**config.mk**
```make
export PLATFORM = sky130hd
export DESIGN_NAME = addr_match_filter
export DESIGN_NICKNAME = d
export VERILOG_FILES = /design/src/rtl/addr_match_filter.sv
export SDC_FILE = /design/constraint.sdc
export NUM_CORES = 1
export LEC_CHECK = 0
export BUFFER_PORTS_ARGS = -buffer_cell sky130_fd_sc_hd__buf_2
export CORE_MARGIN = 5
export CORE_UTILIZATION = 38
export CTS_CLUSTER_SIZE = 14
export DETAILED_ROUTE_END_ITERATION = 16
export GPL_ROUTABILITY_DRIVEN = 0
export HOLD_SLACK_MARGIN = 0.08
export PLACE_DENSITY = 0.6
export SETUP_SLACK_MARGIN = 0.02
export SLEW_MARGIN = 20
export SYNTH_ARGS = -nofsm -noshare
export SYNTH_HDL_FRONTEND = slang
export SYNTH_SLANG_ARGS = --single-unit
```
**constraint.sdc**
```tcl
create_clock -name clk -period 1.5 [get_ports clk]
set_input_delay 0.075 -clock clk [delete_from_list [all_inputs] [get_ports clk]]
set_output_delay 0.075 -clock clk [all_outputs]
set_load 0.02 [all_outputs]
```
**src/rtl/addr_match_filter.sv**
```systemverilog
module addr_match_filter #(
  parameter int W = 8
) (
  input  logic         clk,
  input  logic         rst_n,
  input  logic         cfg_we,
  input  logic         cfg_sel,
  input  logic [W-1:0] cfg_wdata,
  input  logic         frm_done,
  input  logic [W-1:0] frm_byte,
  input  logic         frm_bit9,
  input  logic         frm_stop,
  input  logic         wide_mode,
  input  logic         mp_en,
  output logic         rx_flag_set
);

  localparam logic [W-1:0] ONES = {W{1'b1}};

  logic [W-1:0] own_q, care_q;
  logic [W-1:0] bcast;
  logic         marker, hit_own, hit_bcast, accept;

  always_ff @(posedge clk) begin
    if (!rst_n) begin
      own_q  <= '0;
      care_q <= '0;
    end else if (cfg_we) begin
      if (cfg_sel) care_q <= cfg_wdata;
      else         own_q  <= cfg_wdata;
    end
  end

  assign bcast     = own_q | care_q;
  assign marker    = wide_mode ? frm_bit9 : frm_stop;
  assign hit_own   = ((frm_byte ^ own_q) & care_q) == '0;
  assign hit_bcast = (~frm_byte & bcast) == '0;
  assign accept    = !mp_en || (marker && (hit_own || hit_bcast));

  always_ff @(posedge clk) begin
    if (!rst_n) rx_flag_set <= 1'b0;
    else        rx_flag_set <= frm_done && accept;
  end


  flag_needs_strobe_chk: assert property (@(posedge clk) disable iff (!rst_n)
    rx_flag_set |-> $past(frm_done));


  unfiltered_pass_chk: assert property (@(posedge clk) disable iff (!rst_n)
    (frm_done && !mp_en) |=> rx_flag_set);


  data_frame_drop_chk: assert property (@(posedge clk) disable iff (!rst_n)
    (frm_done && mp_en && wide_mode && !frm_bit9) |=> !rx_flag_set);


  bad_stop_drop_chk: assert property (@(posedge clk) disable iff (!rst_n)
    (frm_done && mp_en && !wide_mode && !frm_stop) |=> !rx_flag_set);


  exact_only_chk: assert property (@(posedge clk) disable iff (!rst_n)
    (frm_done && mp_en && care_q == ONES && frm_byte != own_q && frm_byte != ONES)
      |=> !rx_flag_set);

endmodule

```
==> results of run 1 <==
[final timing paths]
kind | start | endpoint
min | rst_n | own_q[3]$_SDFFE_PN0P_
min reg2reg | care_q[1]$_SDFFE_PN0P_ | care_q[1]$_SDFFE_PN0P_
max | care_q[7]$_SDFFE_PN0P_ | rx_flag_set$_SDFF_PN0_
max reg2reg | care_q[7]$_SDFFE_PN0P_ | rx_flag_set$_SDFF_PN0_
[kinds of logic after synthesis]
logic type	synth area share
and+or+nand+nor	0.242
AOI/OAI and AO/OA	0.221
DFF	0.414
xor gates and xnor gates	0.0852
buffers and inverters	0.0259
muxes	0.0122
[placed cells by master, fill, tap and decap left out, drive strengths merged, types with 4 or more instances in the layout]
cell and instances:
buf 27, dfxtp 17, a22oi 4, clkbuf 4, dlygate4sd3 10, nand2 26, xor2 8, nor2 8
a21boi 16, o22ai 4, nand3 9
[stage by stage]
stage                     setup slack [ns]  area (um^2)  cells  hold slack (ns)  utilization
after global routing                 0.157         1100    166            0.166        0.550
after CTS                            0.205         1100    166            0.156        0.550
after floorplan                      0.321          822    103            0.174            -
after global placement               0.272          975    152            0.276        0.487
final                                0.220         1100    166            0.156        0.550
after detailed placement             0.228          975    152            0.287        0.487
[area by class of cell]
cell class / instances / area share
repair buffers: 37 / 0.218
clock buffers: 4 / 0.0239
flip-flops and latches: 17 / 0.309
well taps: 27 / 0.0307
multi-input cells: 81 / 0.418
[power breakdown]
group / internal [mW] / switching (mW) / leakage (nW)
logic: 0.0871 / 0.0777 / 0.310
clock network: 0.103 / 0.142 / 0.0150
registers: 0.473 / 0.0163 / 0.139
total: 0.663 / 0.236 / 0.464
[synthesized netlist by cell type, drive strengths merged]
cell / instances
a31oi: 1
dfxtp: 17
buf: 2
nand3: 9
a22oi: 4
o22ai: 4
a21boi: 16
nand2b: 1
clkbuf: 3
mux2i: 1
nor2b: 1
nand4: 1
nor2: 8
or4: 1
xor2: 8
nand2: 26
[layer usage]
layer | up-vias | global-route usage
met5 | - | 0
met4 | 0 | 0.0441
met3 | 2 | 0.0573
met2 | 19 | 0.243
met1 | 357 | 0.178
li1 | 428 | -
[state kept, by name, summed over array words and instances (netlist names)]
name,count
care_q,8
own_q,8
rx_flag_set,1
[worst max-delay path, delay by kind of cell (launching register included)]
family,cells,cell delay (ns)
compound gates,2,0.25
flops,1,0.34
simple gates,2,0.63
==> metrics.md, run 1 <==
| Metric | Value |
|---|---|
| Antenna-violating nets left | `0` |
| Maximum number of pins on one net before global-route repair | `18` |
| Number of different library cells in the post-synthesis netlist | `16` |
| Multi-input gate area | `460 um^2` |
| Height of the chip | `56.5 um` |
| Cell type with the highest aggregate area in the netlist | `dfxtp_1` |
| Clock slew at reported path FFs | `0.10 ns` |
| Number of vias after detailed routing | `806` |
| Synthesis-to-finish area growth | `33.9%` |
| Ratio of total power to cell area | `817 mW/mm^2` |
| Data required, critical path | `1.72 ns` |
| Arrival @ worst endpoint | `1.50 ns` |
| Category of the worst setup path launch point | `flop` |
| Synthesized flop and latch total | `17` |
| DRC violation total after the first TritonRoute iteration | `15` |
| TritonCTS Buffers | `3` |
| Number of buffers added to fix hold violations after cts | `10` |
| Share of cells above drive strength 1 | `0.216` |
| Vias in the first global route | `878` |
| WL/cell | `12.5 um` |
| TritonCTS clock tree | `yes` |
| Register-to-register setup slack | `0.22 ns` |
| Root Buffer Master | `clkbuf_4` |
| Initial standard-cell utilization of the core | `0.411` |
| Number of sinks handled by clock tree synthesis | `17` |
| Post-layout power | `0.899 mW` |
| Number of antenna violations at the first check in global routing | `0` |
| Post-Synthesis Cell Area | `822 um^2` |
| TNS Setup | `0 ns` |
| Post-CTS setup repair buffer count | `0` |
| Cell-by-cell listing of the critical path | `nor2_1 -> o22ai_1 -> or4_1 -> a31oi_1` |
| Pin slew with the least headroom to its limit | `0.350 ns` |
| # DRC | `0` |
| Total area of sequential cells | `340 um^2` |
| Largest driver fanout on the critical path | `3` |
| Global route total overflow | `0` |
| Core outline area | `0.00200 mm^2` |
| Wire length on met3 | `145 um` |
| Crit. End Element | `flop` |
| DP Wirelength | `1.55 mm` |
| Post-route clock period utilization | `0.854` |
| Net count reported at finish | `165` |
| Number of max-cap violations | `0` |
| Boundary pin count | `26` |
| Cells resized by post-CTS repair | `0` |
| Buffers from clock root to sink, at most | `2` |
| Site row count | `16` |
| Synthesis warning total | `0` |
| Filler cell count in the final layout | `205` |
| Post-synthesis net count | `128` |
| CTS HTree Levels | `1` |
| Routed wire length | `2.07 mm` |
| Post-Synthesis Cells | `103` |
| Detailed-routed wire length on met2 | `946 um` |
| Maximum cell stage delay along the critical path | `0.52 ns` |
| Worst hold path cell count | `2` |
| Met1 layer wirelength in the final routing | `962 um` |
| # port buffers | `25` |
| Global routing usage summed across all routing layers | `0.148` |
| RSZ-0062 raised after global routing | `no` |
| Max Transition Viols Final | `0` |
| Count of inserted antenna diode cells | `0` |
| Post-layout minimum cycle time | `1.28 ns` |
| Leakage power of the design | `0.464 nW` |
| Die X | `56.5 um` |
| Slew headroom | `0.767` |
| Largest cells by area after synthesis | `dfxtp_1, a21boi_0, nand2_1` |
| Number of setup violations in the final report | `0` |
| Worst r2r path cells | `4` |
| Final count of hold timing violations | `0` |
| Fin Clk Skew | `0.00169 ns` |
| Post-DR vias/cell | `4.86` |
| Standard cell with the maximum stage delay on the critical path | `or4_1` |
| Max Used Layer | `met4` |
| Total die area | `0.00319 mm^2` |
| Area share of the largest cell type after synthesis | `0.414` |
| Worst vdd rail ir drop | `0.516 mV` |
| Detailed Routing Iterations Pass 1 | `4` |
| Max Freq | `0.781 GHz` |
| Sequential element share of the synthesized area | `0.414` |
| Clock insertion delay at the later pin of the skew report | `0.29 ns` |
| Type of the worst min-delay path | `in2reg` |
| Outcome | `finished, final reports clean` |
| Synth Area per Inst | `7.98 um^2` |
| First-pass GRT wire length | `3.78 mm` |
| Crit path kind | `reg2reg` |
No activity file was read; power rests on OpenSTA's default activity.
==> inputs of run 2 (changes only) <==
MAX_ROUTING_LAYER = met4   (was not set)
SETUP_SLACK_MARGIN = 0.4   (was 0.02)
==> metrics.md, run 2 (synthesis results as in run 1) <==
| Metric | Value |
|---|---|
| Outcome | `finished, final reports clean` |
| Number of setup violations in the final report | `0` |
| Largest registers | `care_q (8), own_q (8), rx_flag_set (1)` |
| Synthesis-to-finish area growth | `35.0%` |
| Worst hold path cell count | `2` |
| Site row count | `16` |
| Height of the chip | `56.5 um` |
| Number of vias after detailed routing | `814` |
| Multi-input gate area | `463 um^2` |
| Final setup slack of the worst path | `0.282 ns` |
| Root Buffer Master | `clkbuf_4` |
| Max Transition Viols Final | `0` |
| Share of cells above drive strength 1 | `0.259` |
| Category of the worst setup path launch point | `flop` |
| Number of sinks handled by clock tree synthesis | `17` |
| # port buffers | `25` |
| Max Freq | `0.821 GHz` |
| DRC violation total after the first TritonRoute iteration | `20` |
| FF-to-FF End | `rx_flag_set$_SDFF_PN0_` |
| Ratio of total power to cell area | `813 mW/mm^2` |
| Placed Cells incl. Taps | `152` |
| Total die area | `0.00319 mm^2` |
| # DRC | `0` |
| Startpoint of the most critical hold path | `rst_n` |
| TNS Setup | `0 ns` |
| Crit. End Element | `flop` |
| Vias in the first global route | `815` |
| Clock slew at reported path FFs | `0.10 ns` |
| Most frequent cells in the layout | `nand2_1, buf_2, a21boi_0` |
| TritonCTS Buffers | `3` |
| Global route total overflow | `0` |
| Leakage power of the design | `0.469 nW` |
| Detailed Routing Iterations Pass 1 | `4` |
| Routed wire length | `2.05 mm` |
| Global routing usage summed across all routing layers | `0.144` |
| Worst slack, placed | `0.302 ns` |
| Arrival @ worst endpoint | `1.45 ns` |
| RSZ-0062 raised after global routing | `yes` |
| Final design utilization | `0.554` |
| Post-layout minimum cycle time | `1.22 ns` |
| Final count of hold timing violations | `0` |
| Worst Hold Path EP | `care_q[3]$_SDFFE_PN0P_` |
| Placed standard-cell area | `977 um^2` |
| Data required, critical path | `1.73 ns` |
| Largest driver fanout on the critical path | `3` |
| Fin Clk Skew | `0.00461 ns` |
| Core outline area | `0.00200 mm^2` |
| Pin slew with the least headroom to its limit | `0.361 ns` |
| Most frequent standard cell in the layout excluding fill and tap cells | `nand2_1` |
| Hold_ws | `0.149 ns` |
| Type of the worst min-delay path | `in2reg` |
| Boundary pin count | `26` |
| Number of antenna violations at the first check in global routing | `0` |
| First-pass GRT wire length | `3.53 mm` |
| DP Wirelength | `1.47 mm` |
| Final standard cell area without fillers | `0.00111 mm^2` |
| Slew headroom | `0.759` |
| TritonCTS clock tree | `yes` |
| Worst r2r path cells | `4` |
| CTS HTree Levels | `1` |
| Non-Filler Instances | `166` |
| Die X | `56.5 um` |
| Filler cell count in the final layout | `208` |
| Worst vdd rail ir drop | `0.667 mV` |
| Crit path kind | `reg2reg` |
| Net count reported at finish | `165` |
| Initial standard-cell utilization of the core | `0.411` |
| Total area of sequential cells | `345 um^2` |
| Count of inserted antenna diode cells | `0` |
| RR Startpoint | `care_q[3]$_SDFFE_PN0P_` |
| WL/cell | `12.3 um` |
| Maximum number of pins on one net before global-route repair | `18` |
| Post-layout power | `0.902 mW` |
| Post-DR vias/cell | `4.90` |
| Antenna-violating nets left | `0` |
| Buffers from clock root to sink, at most | `2` |
| Clock insertion delay at the later pin of the skew report | `0.30 ns` |
| Post-route clock period utilization | `0.812` |
| Register-to-register setup slack | `0.28 ns` |
| Number of max-cap violations | `0` |
[run 2: worst max-delay path by stage]
stage	from	endpoint	slack [ns]	depth (start not counted)
after floorplan	care_q[3]$_SDFFE_PN0P_	rx_flag_set$_SDFF_PN0_	0.35	4
after global placement	care_q[6]$_SDFFE_PN0P_	rx_flag_set$_SDFF_PN0_	0.31	4
after detailed placement	care_q[3]$_SDFFE_PN0P_	rx_flag_set$_SDFF_PN0_	0.30	4
after CTS	care_q[3]$_SDFFE_PN0P_	rx_flag_set$_SDFF_PN0_	0.27	4
after global routing	care_q[3]$_SDFFE_PN0P_	rx_flag_set$_SDFF_PN0_	0.21	4
final	care_q[3]$_SDFFE_PN0P_	rx_flag_set$_SDFF_PN0_	0.28	4
[run 2: layer usage]
layer	track usage	part of all wire	vias to the layer above
met3	0.0596	0.069	2
met1	0.175	0.48	367
met2	0.224	0.44	19
li1	-	-	426
met4	0.0305	0.0063	0
met5	-	0	-
[run 2: worst max-delay path, cell delays in order (launching register included)]
cell	delay, ns
dfxtp_2	0.34
nor2_1	0.10
o22ai_1	0.08
or4_1	0.51
a31oi_1	0.13
[run 2: area by class of cell]
| cell class | instances | area share |
|---|---|---|
| Tap cell | 27 | 0.0304 |
| Timing Repair Buffer | 37 | 0.216 |
| Multi-Input combinational cell | 81 | 0.417 |
| Sequential cell | 17 | 0.311 |
| Clock inverter | 1 | 0.00451 |
| Clock buffer | 3 | 0.0203 |
[run 2: where the power goes]
group | leakage [nW] | internal [mW] | switching (mW) | total (mW)
clock | 0.0177 | 0.0994 | 0.147 | 0.247
sequential | 0.141 | 0.474 | 0.0165 | 0.490
combinational | 0.311 | 0.0875 | 0.0776 | 0.165
total | 0.469 | 0.661 | 0.241 | 0.902
[run 2: repair_timing]
action | in CTS | in global routing
gates cloned | 0 | 0
setup buffers | 0 | 0
pin swaps | 0 | 0
hold endpoints to repair | 17 | 0
setup endpoints to repair | 1 | 1
hold buffers | 10 | 0
resized for setup | 1 | 2
==> inputs of run 3 (changes only) <==
ABC_AREA = 1   (was not set)
PLACE_DENSITY = 0.63   (was 0.6)
clock period = 1 ns   (was 1.5 ns; I/O delays follow)
==> metrics.md, run 3 <==
| Metric | Value |
|---|---|
| Total area of sequential cells | `362 um^2` |
| # DRC | `0` |
| RSZ-0062 raised after global routing | `yes` |
| Vias in the first global route | `825` |
| Number of max-cap violations | `0` |
| Type of the worst min-delay path | `in2reg` |
| Slew headroom | `0.813` |
| Post-Synthesis Cell Area | `836 um^2` |
| Violations in the final reports | `negative setup slack` |
| Number of buffers added to fix hold violations after cts | `2` |
| Post-DR vias/cell | `4.68` |
| Initial standard-cell utilization of the core | `0.389` |
| Synth Area per Inst | `6.38 um^2` |
| Most frequently used flop master after synthesis | `dfxtp_1` |
| Data required, critical path | `1.24 ns` |
| Category of the worst setup path launch point | `flop` |
| Worst vdd rail ir drop | `0.676 mV` |
| Core outline area | `0.00215 mm^2` |
| Crit path kind | `reg2reg` |
| Outcome | `finished, violations left` |
| Placed Cells incl. Taps | `183` |
| Root Buffer Master | `clkbuf_4` |
| Arrival @ worst endpoint | `1.24 ns` |
| TritonCTS clock tree | `yes` |
| Final count of hold timing violations | `0` |
| First-pass GRT wire length | `3.31 mm` |
| Max Transition Viols Final | `0` |
| Number of sinks handled by clock tree synthesis | `17` |
| Clock slew at reported path FFs | `0.11 ns` |
| Clock insertion delay at the later pin of the skew report | `0.29 ns` |
| Ratio of total power to cell area | `1260 mW/mm^2` |
| Crit. End Element | `flop` |
| CTS HTree Levels | `1` |
| Site row count | `17` |
| Number of different library cells in the post-synthesis netlist | `12` |
| Boundary pin count | `26` |
| # port buffers | `25` |
| Post-layout power | `1.45 mW` |
| Worst slack, placed | `0.0226 ns` |
| Multi-input gate area | `478 um^2` |
| Final design utilization | `0.535` |
| EDFF count, synth | `0` |
| Number of setup violations in the final report | `1` |
| Final setup slack of the worst path | `-0.00240 ns` |
| Fin Clk Skew | `0.00338 ns` |
| Number of vias after detailed routing | `890` |
| Largest registers | `care_q (8), own_q (8), rx_flag_set (1)` |
| Pin slew with the least headroom to its limit | `0.280 ns` |
| Most frequent cells in the layout | `nand2_1, buf_2, nor2_1` |
| Synthesis warning total | `0` |
| Filler cell count in the final layout | `240` |
| Antenna-violating nets left | `0` |
| Count of inserted antenna diode cells | `0` |
| Net count reported at finish | `188` |
| Global route total overflow | `0` |
| Max Freq | `0.998 GHz` |
| Largest cells by area after synthesis | `dfxtp_1, nand2_1, o21ai_0` |
| Routed wire length | `2.02 mm` |
| Height of the chip | `56.9 um` |
| Cell type with the highest aggregate area in the netlist | `dfxtp_1` |
| Non-Filler Instances | `190` |
| Area share of the largest cell type after synthesis | `0.407` |
| Hold_ws | `0.0186 ns` |
| Post-synthesis net count | `156` |
| Most frequent standard cell in the layout excluding fill and tap cells | `nand2_1` |
| TritonCTS Buffers | `3` |
| Post-layout minimum cycle time | `1.00 ns` |
| WL/cell | `10.6 um` |
| Detailed Routing Iterations Pass 1 | `4` |
| Async set or reset register ratio after synthesis | `0` |
| Synthesized flop and latch total | `17` |
| Top-count cell post-synth | `nand2_1` |
| DP Wirelength | `1.47 mm` |
| Total die area | `0.00324 mm^2` |
| Synthesis-to-finish area growth | `37.4%` |
| Share of cells above drive strength 1 | `0.475` |
| Buffers from clock root to sink, at most | `2` |
| Number of antenna violations at the first check in global routing | `0` |
| Post-Synthesis Cells | `131` |
| Leakage power of the design | `0.536 nW` |
| Die X | `56.9 um` |
| Global routing usage summed across all routing layers | `0.130` |
| Maximum number of pins on one net before global-route repair | `18` |
| Largest driver fanout on the critical path | `3` |
| Synth cell count leaders | `nand2_1, nor2_1, inv_1, o21ai_0, dfxtp_1` |
| Post-route clock period utilization | `1.00` |
| DRC violation total after the first TritonRoute iteration | `17` |
| Sequential element share of the synthesized area | `0.407` |
run 3: cell count changes after synthesis, sizes merged, moves of 3 or more:
cell    previous run  this run
a21oi              0         9
clkbuf             3         0
inv                0        19
nor2               8        21
o21ai              0        24
xor2               8         0
o22ai              4         0
nand2             26        30
a21boi            16         0
a22oi              4         0
run 3: power breakdown:
part           switching, mW  leakage (nW)  internal [mW]
sequential            0.0433         0.146          0.730
clock                  0.228        0.0177          0.149
combinational          0.161         0.372          0.138
total                  0.432         0.536           1.02
run 3: metal layers:
layer	GRT usage	vias up	wire length, um
met1	0.158	386	887
met2	0.202	20	986
met3	0.0276	2	127
met4	0.0596	0	14
li1	-	482	-
met5	-	-	0
run 3: timing repair:
| action | in CTS | in global routing |
|---|---|---|
| buffers inserted | 0 | 1 |
| pin swaps | 2 | 22 |
| cloned | 0 | 0 |
| setup endpoints to repair | 3 | 15 |
| gates resized for setup | 8 | 28 |
| endpoints found under the hold margin | 17 | 8 |
run 3: cells by family after synthesis:
logic type             Yosys count  synth area share
AO/OA/AOI/OAI                   33             0.202
buffers and inverters           21             0.100
flip-flops                      17             0.407
multiplexers                     1            0.0135
AND/OR/NAND/NOR                 59             0.277
run 3: path summary, 6_finish.rpt:
kind	end	from	cells past startpoint	slack, ns
hold reg to reg	own_q[6]$_SDFFE_PN0P_	own_q[6]$_SDFFE_PN0P_	2	0.47
hold / removal	care_q[0]$_SDFFE_PN0P_	cfg_wdata[0]	3	0.02
setup reg to reg	rx_flag_set$_SDFF_PN0_	own_q[1]$_SDFFE_PN0P_	9	-0.002
setup / recovery	rx_flag_set$_SDFF_PN0_	own_q[1]$_SDFFE_PN0P_	9	-0.002
run 3: metrics by stage:
step / setup TNS, ns / area [um^2]
2_1_floorplan: 0 / 857
3_3_place_gp: 0 / 1010
3_5_place_dp: 0 / 1010
4_1_cts: 0 / 1070
5_1_grt: -0.110 / 1150
6_report: -0.00240 / 1150
run 3: final cells by class:
cell class              instances  area share
clock buffers                   3      0.0196
clock inverters                 1     0.00436
inverters                      19      0.0697
multi-input cells              93       0.416
flip-flops and latches         17       0.315
well taps                      28      0.0305
repair buffers                 29       0.145
run 3: worst max-delay path, cell delays in order, from the launching register on:
cell	delay [ns]
dfxtp_2	0.35
inv_2	0.06
nand2_1	0.06
nand3_2	0.06
nand2_1	0.06
nor2_1	0.08
nand2_1	0.05
nand2_1	0.06
nand2_1	0.06
a21oi_2	0.12
